<file path="config.mk">
export PLATFORM = sky130hd
export DESIGN_NAME = uvs_trap_sel
export DESIGN_NICKNAME = d
export VERILOG_FILES = /design/src/rtl/uvs_pkg.sv /design/src/rtl/uvs_rules_new.sv /design/src/rtl/uvs_rules_old.sv /design/src/rtl/uvs_addr_gen.sv /design/src/rtl/uvs_trap_sel.sv
export SDC_FILE = /design/constraint.sdc
export NUM_CORES = 1
export LEC_CHECK = 0
export CAP_MARGIN = 20
export CORE_MARGIN = 5
export CORE_UTILIZATION = 30
export CTS_CLUSTER_DIAMETER = 50
export CTS_CLUSTER_SIZE = 24
export DETAILED_ROUTE_END_ITERATION = 10
export PLACE_DENSITY_LB_ADDON = 0.05
export SYNTH_ARGS = -nofsm -noshare
export SYNTH_HDL_FRONTEND = slang
export SYNTH_SLANG_ARGS = --single-unit
</file>
<file path="constraint.sdc">
create_clock -name clk -period 0.8 [get_ports clk]
set_input_delay 0.16 -clock clk [delete_from_list [all_inputs] [get_ports clk]]
set_output_delay 0.16 -clock clk [all_outputs]
set_load 0.01 [all_outputs]
</file>
<file path="src/rtl/uvs_pkg.sv">
package uvs_pkg;

   // What the decoder decided for one opcode
   typedef enum logic [1:0] {
      ACT_RUN  = 2'd0,
      ACT_TRAP = 2'd1,
      ACT_NOP  = 2'd2
   } uvs_act_e;

   // Result of one rule set, before address generation
   typedef struct packed {
      uvs_act_e act;
      logic     hi_pair;   // 1 = upper executive pair (60/61 family)
      logic     user_sp;   // 1 = pair lives in user space
   } uvs_rule_t;

   localparam uvs_rule_t RULE_RUN = '{act: ACT_RUN, hi_pair: 1'b0, user_sp: 1'b0};

   // Opcodes are compared zero-extended to this width
   localparam int unsigned OPX_W = 16;

   function automatic logic in_rng(logic [OPX_W-1:0] v, int unsigned lo, int unsigned hi);
      return (v >= OPX_W'(lo)) && (v <= OPX_W'(hi));
   endfunction

endpackage

</file>
<file path="src/rtl/uvs_rules_new.sv">
module uvs_rules_new
   import uvs_pkg::*;
#(
   parameter int unsigned OPC_W   = 9,
   parameter int unsigned IMPL_LO = 'o130  // first implemented opcode in 100..177
) (
   input  logic [OPC_W-1:0] opcode_i,
   input  logic             user_mode_i,
   output uvs_rule_t        rule_o
);

   logic [OPX_W-1:0] op;
   assign op = OPX_W'(opcode_i);

   always_comb begin
      rule_o = RULE_RUN;
      if (op == '0) begin
         // opcode zero always goes to executive space here
         rule_o.act = ACT_TRAP;
      end else if (in_rng(op, 'o1, 'o37)) begin
         rule_o.act     = ACT_TRAP;
         rule_o.user_sp = user_mode_i;
      end else if (in_rng(op, 'o40, 'o77)) begin
         rule_o.act = ACT_TRAP;
      end else if (in_rng(op, 'o100, 'o177)) begin
         if (op < OPX_W'(IMPL_LO)) begin
            rule_o.act     = ACT_TRAP;
            rule_o.hi_pair = 1'b1;
         end
      end else if (op == OPX_W'('o257)) begin
         rule_o.act = ACT_NOP;
      end
   end

endmodule

</file>
<file path="src/rtl/uvs_rules_old.sv">
module uvs_rules_old
   import uvs_pkg::*;
#(
   parameter int unsigned OPC_W = 9
) (
   input  logic [OPC_W-1:0] opcode_i,
   input  logic             user_mode_i,
   output uvs_rule_t        rule_o
);

   logic [OPX_W-1:0] op;
   logic             is_nop;

   assign op = OPX_W'(opcode_i);

   // opcodes silently ignored by this generation
   assign is_nop = in_rng(op, 'o100, 'o117)
                 || (op == OPX_W'('o131))
                 || (op == OPX_W'('o243));

   always_comb begin
      rule_o = RULE_RUN;
      if (in_rng(op, 'o0, 'o37)) begin
         // zero included: a legal user-space trap
         rule_o.act     = ACT_TRAP;
         rule_o.user_sp = user_mode_i;
      end else if (in_rng(op, 'o40, 'o77)) begin
         rule_o.act = ACT_TRAP;
      end else if (is_nop) begin
         rule_o.act = ACT_NOP;
      end
   end

endmodule

</file>
<file path="src/rtl/uvs_addr_gen.sv">
module uvs_addr_gen #(
   parameter int unsigned ADDR_W    = 18,
   parameter int unsigned LOW_PAIR  = 'o40,
   parameter int unsigned HIGH_PAIR = 'o60,
   parameter int unsigned EXEC_OFS  = 'o100
) (
   input  logic              hi_pair_i,
   input  logic              user_sp_i,
   input  logic              offset_en_i,
   output logic [ADDR_W-1:0] addr_o
);

   localparam logic [ADDR_W-1:0] LOW_A  = ADDR_W'(LOW_PAIR);
   localparam logic [ADDR_W-1:0] HIGH_A = ADDR_W'(HIGH_PAIR);
   localparam logic [ADDR_W-1:0] OFS_A  = ADDR_W'(EXEC_OFS);

   logic [ADDR_W-1:0] base;
   logic [ADDR_W-1:0] reloc;

   assign base  = hi_pair_i ? HIGH_A : LOW_A;
   // user-space pairs never move
   assign reloc = (offset_en_i && !user_sp_i) ? OFS_A : '0;

   always_comb begin
      if (user_sp_i) addr_o = LOW_A;
      else           addr_o = base + reloc;
   end

endmodule

</file>
<file path="src/rtl/uvs_trap_sel.sv">
module uvs_trap_sel
   import uvs_pkg::*;
#(
   parameter int unsigned OPC_W       = 9,
   parameter int unsigned ADDR_W      = 18,
   parameter int unsigned LOW_PAIR    = 'o40,
   parameter int unsigned HIGH_PAIR   = 'o60,
   parameter int unsigned EXEC_OFS    = 'o100,
   parameter int unsigned IMPL_LO     = 'o130,
   parameter bit          SUPPORT_OLD = 1'b1
) (
   input  logic              clk,
   input  logic              rst_n,
   input  logic              dec_stb_i,
   input  logic [OPC_W-1:0]  opcode_i,
   input  logic              user_mode_i,
   input  logic              variant_old_i,
   input  logic              offset_mode_i,
   output logic              trap_o,
   output logic [ADDR_W-1:0] trap_addr_o,
   output logic              trap_user_o,
   output logic              nop_o
);

   localparam longint unsigned TOP_ADDR = longint'(HIGH_PAIR) + longint'(EXEC_OFS) + 1;

   // elaboration-time parameter checks
   if (OPC_W < 9 || OPC_W > OPX_W) begin : g_bad_opc_w
      $error("uvs_trap_sel: OPC_W must lie in 9..16");
   end
   if (ADDR_W < 2 || ADDR_W > 31) begin : g_bad_addr_w
      $error("uvs_trap_sel: ADDR_W must lie in 2..31");
   end
   if (TOP_ADDR >= (64'd1 << ADDR_W)) begin : g_bad_fit
      $error("uvs_trap_sel: relocated trap pair does not fit in ADDR_W");
   end
   if (LOW_PAIR[0] || HIGH_PAIR[0]) begin : g_bad_even
      $error("uvs_trap_sel: trap pairs must start on an even address");
   end
   if (IMPL_LO < 'o100 || IMPL_LO > 'o200) begin : g_bad_impl
      $error("uvs_trap_sel: IMPL_LO must lie in 100..200 octal");
   end

   uvs_rule_t         new_rule;
   uvs_rule_t         old_rule;
   uvs_rule_t         sel_rule;
   logic              use_old;
   logic              offset_en;
   logic [ADDR_W-1:0] vec_addr;

   uvs_rules_new #(
      .OPC_W   (OPC_W),
      .IMPL_LO (IMPL_LO)
   ) u_rules_new (
      .opcode_i    (opcode_i),
      .user_mode_i (user_mode_i),
      .rule_o      (new_rule)
   );

   if (SUPPORT_OLD) begin : g_old
      uvs_rules_old #(
         .OPC_W (OPC_W)
      ) u_rules_old (
         .opcode_i    (opcode_i),
         .user_mode_i (user_mode_i),
         .rule_o      (old_rule)
      );
      assign use_old = variant_old_i;
   end else begin : g_new_only
      assign old_rule = RULE_RUN;
      assign use_old  = 1'b0;
   end

   assign sel_rule  = use_old ? old_rule : new_rule;
   // the older generation has no relocation mode
   assign offset_en = offset_mode_i && !use_old;

   uvs_addr_gen #(
      .ADDR_W    (ADDR_W),
      .LOW_PAIR  (LOW_PAIR),
      .HIGH_PAIR (HIGH_PAIR),
      .EXEC_OFS  (EXEC_OFS)
   ) u_addr_gen (
      .hi_pair_i   (sel_rule.hi_pair),
      .user_sp_i   (sel_rule.user_sp),
      .offset_en_i (offset_en),
      .addr_o      (vec_addr)
   );

   // result register: one-cycle pulse per strobe
   always_ff @(posedge clk or negedge rst_n) begin
      if (!rst_n) begin
         trap_o      <= 1'b0;
         nop_o       <= 1'b0;
         trap_user_o <= 1'b0;
         trap_addr_o <= '0;
      end else if (dec_stb_i && sel_rule.act == ACT_TRAP) begin
         trap_o      <= 1'b1;
         nop_o       <= 1'b0;
         trap_user_o <= sel_rule.user_sp;
         trap_addr_o <= vec_addr;
      end else begin
         trap_o      <= 1'b0;
         nop_o       <= dec_stb_i && (sel_rule.act == ACT_NOP);
         trap_user_o <= 1'b0;
         trap_addr_o <= '0;
      end
   end


   trap_nop_excl_chk: assert property (@(posedge clk) disable iff (!rst_n)
      !(trap_o && nop_o));


   idle_quiet_chk: assert property (@(posedge clk) disable iff (!rst_n)
      !$past(dec_stb_i) |-> (!trap_o && !nop_o && !trap_user_o));


   no_trap_zero_chk: assert property (@(posedge clk) disable iff (!rst_n)
      !trap_o |-> (trap_addr_o == '0 && !trap_user_o));


   user_space_chk: assert property (@(posedge clk) disable iff (!rst_n)
      trap_user_o |-> ($past(user_mode_i) && trap_addr_o == ADDR_W'(LOW_PAIR)));


   pair_even_chk: assert property (@(posedge clk) disable iff (!rst_n)
      trap_o |-> !trap_addr_o[0]);

   if (SUPPORT_OLD) begin : g_old_chk

      old_no_ofs_chk: assert property (@(posedge clk) disable iff (!rst_n)
         (trap_o && $past(variant_old_i)) |-> (trap_addr_o < ADDR_W'(EXEC_OFS)));
   end

endmodule

</file>
==> results.yml <==
placement:
  portBuffers: 20
  placed_cells: 88
  dp_hpwl_um: 885
  place.gp.congestion: 0.706
  dp_slack_ns: -0.800
final_layout:
  layout-drive-gt1-share_pct: 51.9
  antennaDiodeCount: 0
  fillCellCount: 136
  multi_input_area_um2: 272
  mostFrequentLayoutCells: "15 x conb_1, 13 x buf_4, 8 x buf_2, 7 x buf_6, 5 x dfrtp_1"
  fin_nets: 97
  final_common_cell: "conb_1"
  fin_cells: 96
  syn_to_final_growth_pct: 72.7
  register_area_um2: 125
route:
  wl_per_cell_um: 11.2
  drt_iter0_drc: 1
  detail_route.first_pass.iterations: 4
  wirelength_um: 1080
  drc: 0
  via_count: 416
  final_antenna_net_count: 0
  via_per_inst: 4.33
sta:
  setup_viol: 10
  rsz0062_at_grt: "yes"
  clock.fmax_mhz: 923
  hold_violations: 0
  fin_crit_ns: 1.08
  timing.final.crit_share_pct: 135
  hold-worst-slack_ns: 0.144
  drv_slew: 0
  layout_setup_ws_ns: -0.283
critical_path:
  worstPathArrival_ns: 1.20
  required_ns: 0.91
  crit_path_start_kind: "primary input"
  end_kind: "register"
  crit_slowest_cell: "or4_1"
  crit_type: "in2reg"
  critPathMaxStageDelay_ns: 0.51
  worstPathMaxFanout: 2
  path_cells: "buf_6, or4_1, o211ai_1, buf_4, a2111oi_4"
global_routing:
  grt_pass1_wl_um: 1550
  grt-ovfl-total: 0
  antenna_found_initial: 0
  grt_pass1_vias: 364
  grt_max_degree: 7
  grtUsageTotal_pct: 10.1
synthesis:
  synthAdderAreaFrac_pct: 0
  synth_seq_cells: 5
  synth_top_family_by_area: "buffers and inverters"
  avgSynthCellArea_um2: 9.47
  yosysTopAreaCell: "dfrtp_1"
  synth.cell_area_um2: 417
  synth.area.mux_share_pct: 0
  seq_area_frac_synth_pct: 30.0
  yosysUniqueCellTypes: 23
  yosys-top-cells-area: "dfrtp_1 30%, buf_4 29%, a2111oi_0 4.2%"
  syn_inst: 44
  synth_xor_area_share_pct: 0
  synth_compound_area_share_pct: 18.6
  ys_warn_count: 0
  synthSimpleGateAreaFrac_pct: 20.7
  yosysTopAreaCellShare_pct: 30.0
clock_network:
  cts_made_buffers: 3
  htree_levels: 1
  cts.sinks: 5
  clockRootBuffer: "clkbuf_4"
  path_clk_slew_ns: 0.04
  cts_tree: "done"
  cts_buffer_depth: 2
flow_run:
  maxCapViolCount: 0
floorplanning:
  die_x_um: 47.3
  core_um2: 1300
  dieHeight_um: 47.3
  initial_utilization_pct: 32.0
  placementRows: 13
  dieArea_um2: 2230
  boundaryPins: 36
pwr:
  ir_worst_vdd_mv: 0.456
  p_leak_nw: 0.357
  p_per_area_nw_per_um2: 1080
  finalPower_mw: 0.774
hold_path:
  hold_class: "in2async"
outcome:
  violations: "setup timing"
  outcome: "complete, but fails checks"
logic make-up (layout without fill, tap and decap cells):
| group | after synthesis | count (layout) |
|---|---|---|
| buffers and inverters | 17 | 40 |
| AND/OR/NAND/NOR | 12 | 12 |
| AO/OA/AOI/OAI | 9 | 9 |
| flip-flops | 5 | 5 |
| other | 1 | 15 |
final timing paths:
kind,from,to,slack [ns]
max,opcode_i[1],trap_user_o,-0.28
min,rst_n,trap_addr_o[4],0.14
max in group asynchronous,rst_n,trap_user_o,0.47
min in group clk,opcode_i[3],trap_addr_o[4],0.20
through the flow:
step / TNS [ns] / utilization [%] / cell area [µm²]
6_report: -1.22 / 55.3 / 719
3_5_place_dp: -4.78 / 50.4 / 656
5_1_grt: -1.53 / 55.3 / 719
2_1_floorplan: -0.792 / - / 474
3_3_place_gp: -4.82 / 50.4 / 656
4_1_cts: -1.33 / 53.5 / 696
area by class of cell:
class	instances	area share [%]
Timing Repair Buffer	35	38.1
Multi-Input combinational cell	36	37.7
Sequential cell	5	17.4
Clock buffer	4	3.65
Tap cell	15	2.61
Inverter	1	0.522
layer usage:
layer  global-route usage, %  vias to the layer above  part of all wire (%)
met5                       0                        -                     0
met2                    17.9                       25                    52
met4                    6.63                        0                     0
met3                    2.68                        0                    14
met1                    10.2                      186                    34
li1                        -                      205                     -
report_power, final:
| part | internal (mW) | total [mW] | switching [mW] |
|---|---|---|---|
| logic | 0.125 | 0.238 | 0.114 |
| clock network | 0.188 | 0.278 | 0.0906 |
| registers | 0.257 | 0.258 | 0.000778 |
critical path: cells and delay by family:
kind	cells	cell delay [ns]
and+or+nand+nor	1	0.51
AOI/OAI and AO/OA	2	0.27
buffers and inverters	2	0.25
sequential cells by signal (all words and copies together), names as in the netlist:
register     cells
trap_user_o      1
nop_o            1
trap_addr_o      3
Yosys cell counts:
| master | instances |
|---|---|
| a2111oi_0 | 2 |
| a211o_1 | 1 |
| a211o_2 | 1 |
| a211oi_1 | 1 |
| a211oi_2 | 1 |
| a21oi_1 | 1 |
| and4b_2 | 1 |
| buf_4 | 16 |
| conb_1 | 1 |
| dfrtp_1 | 5 |
| inv_1 | 1 |
| nand2_1 | 2 |
| nand2b_1 | 1 |
| nand3b_1 | 1 |
| nand4bb_1 | 1 |
| nor2_1 | 1 |
| nor4_1 | 1 |
| nor4bb_1 | 1 |
| o2111ai_1 | 1 |
| o211ai_1 | 1 |
| or2_2 | 1 |
| or3b_1 | 1 |
| or4_1 | 1 |
repair_timing:
item	4_1_cts	5_1_grt
pin swaps	8	8
buffers inserted	2	2
gates resized for setup	67	10
hold buffers	0	0
setup endpoints to repair	11	11
(Power assumes the default switching activity.)
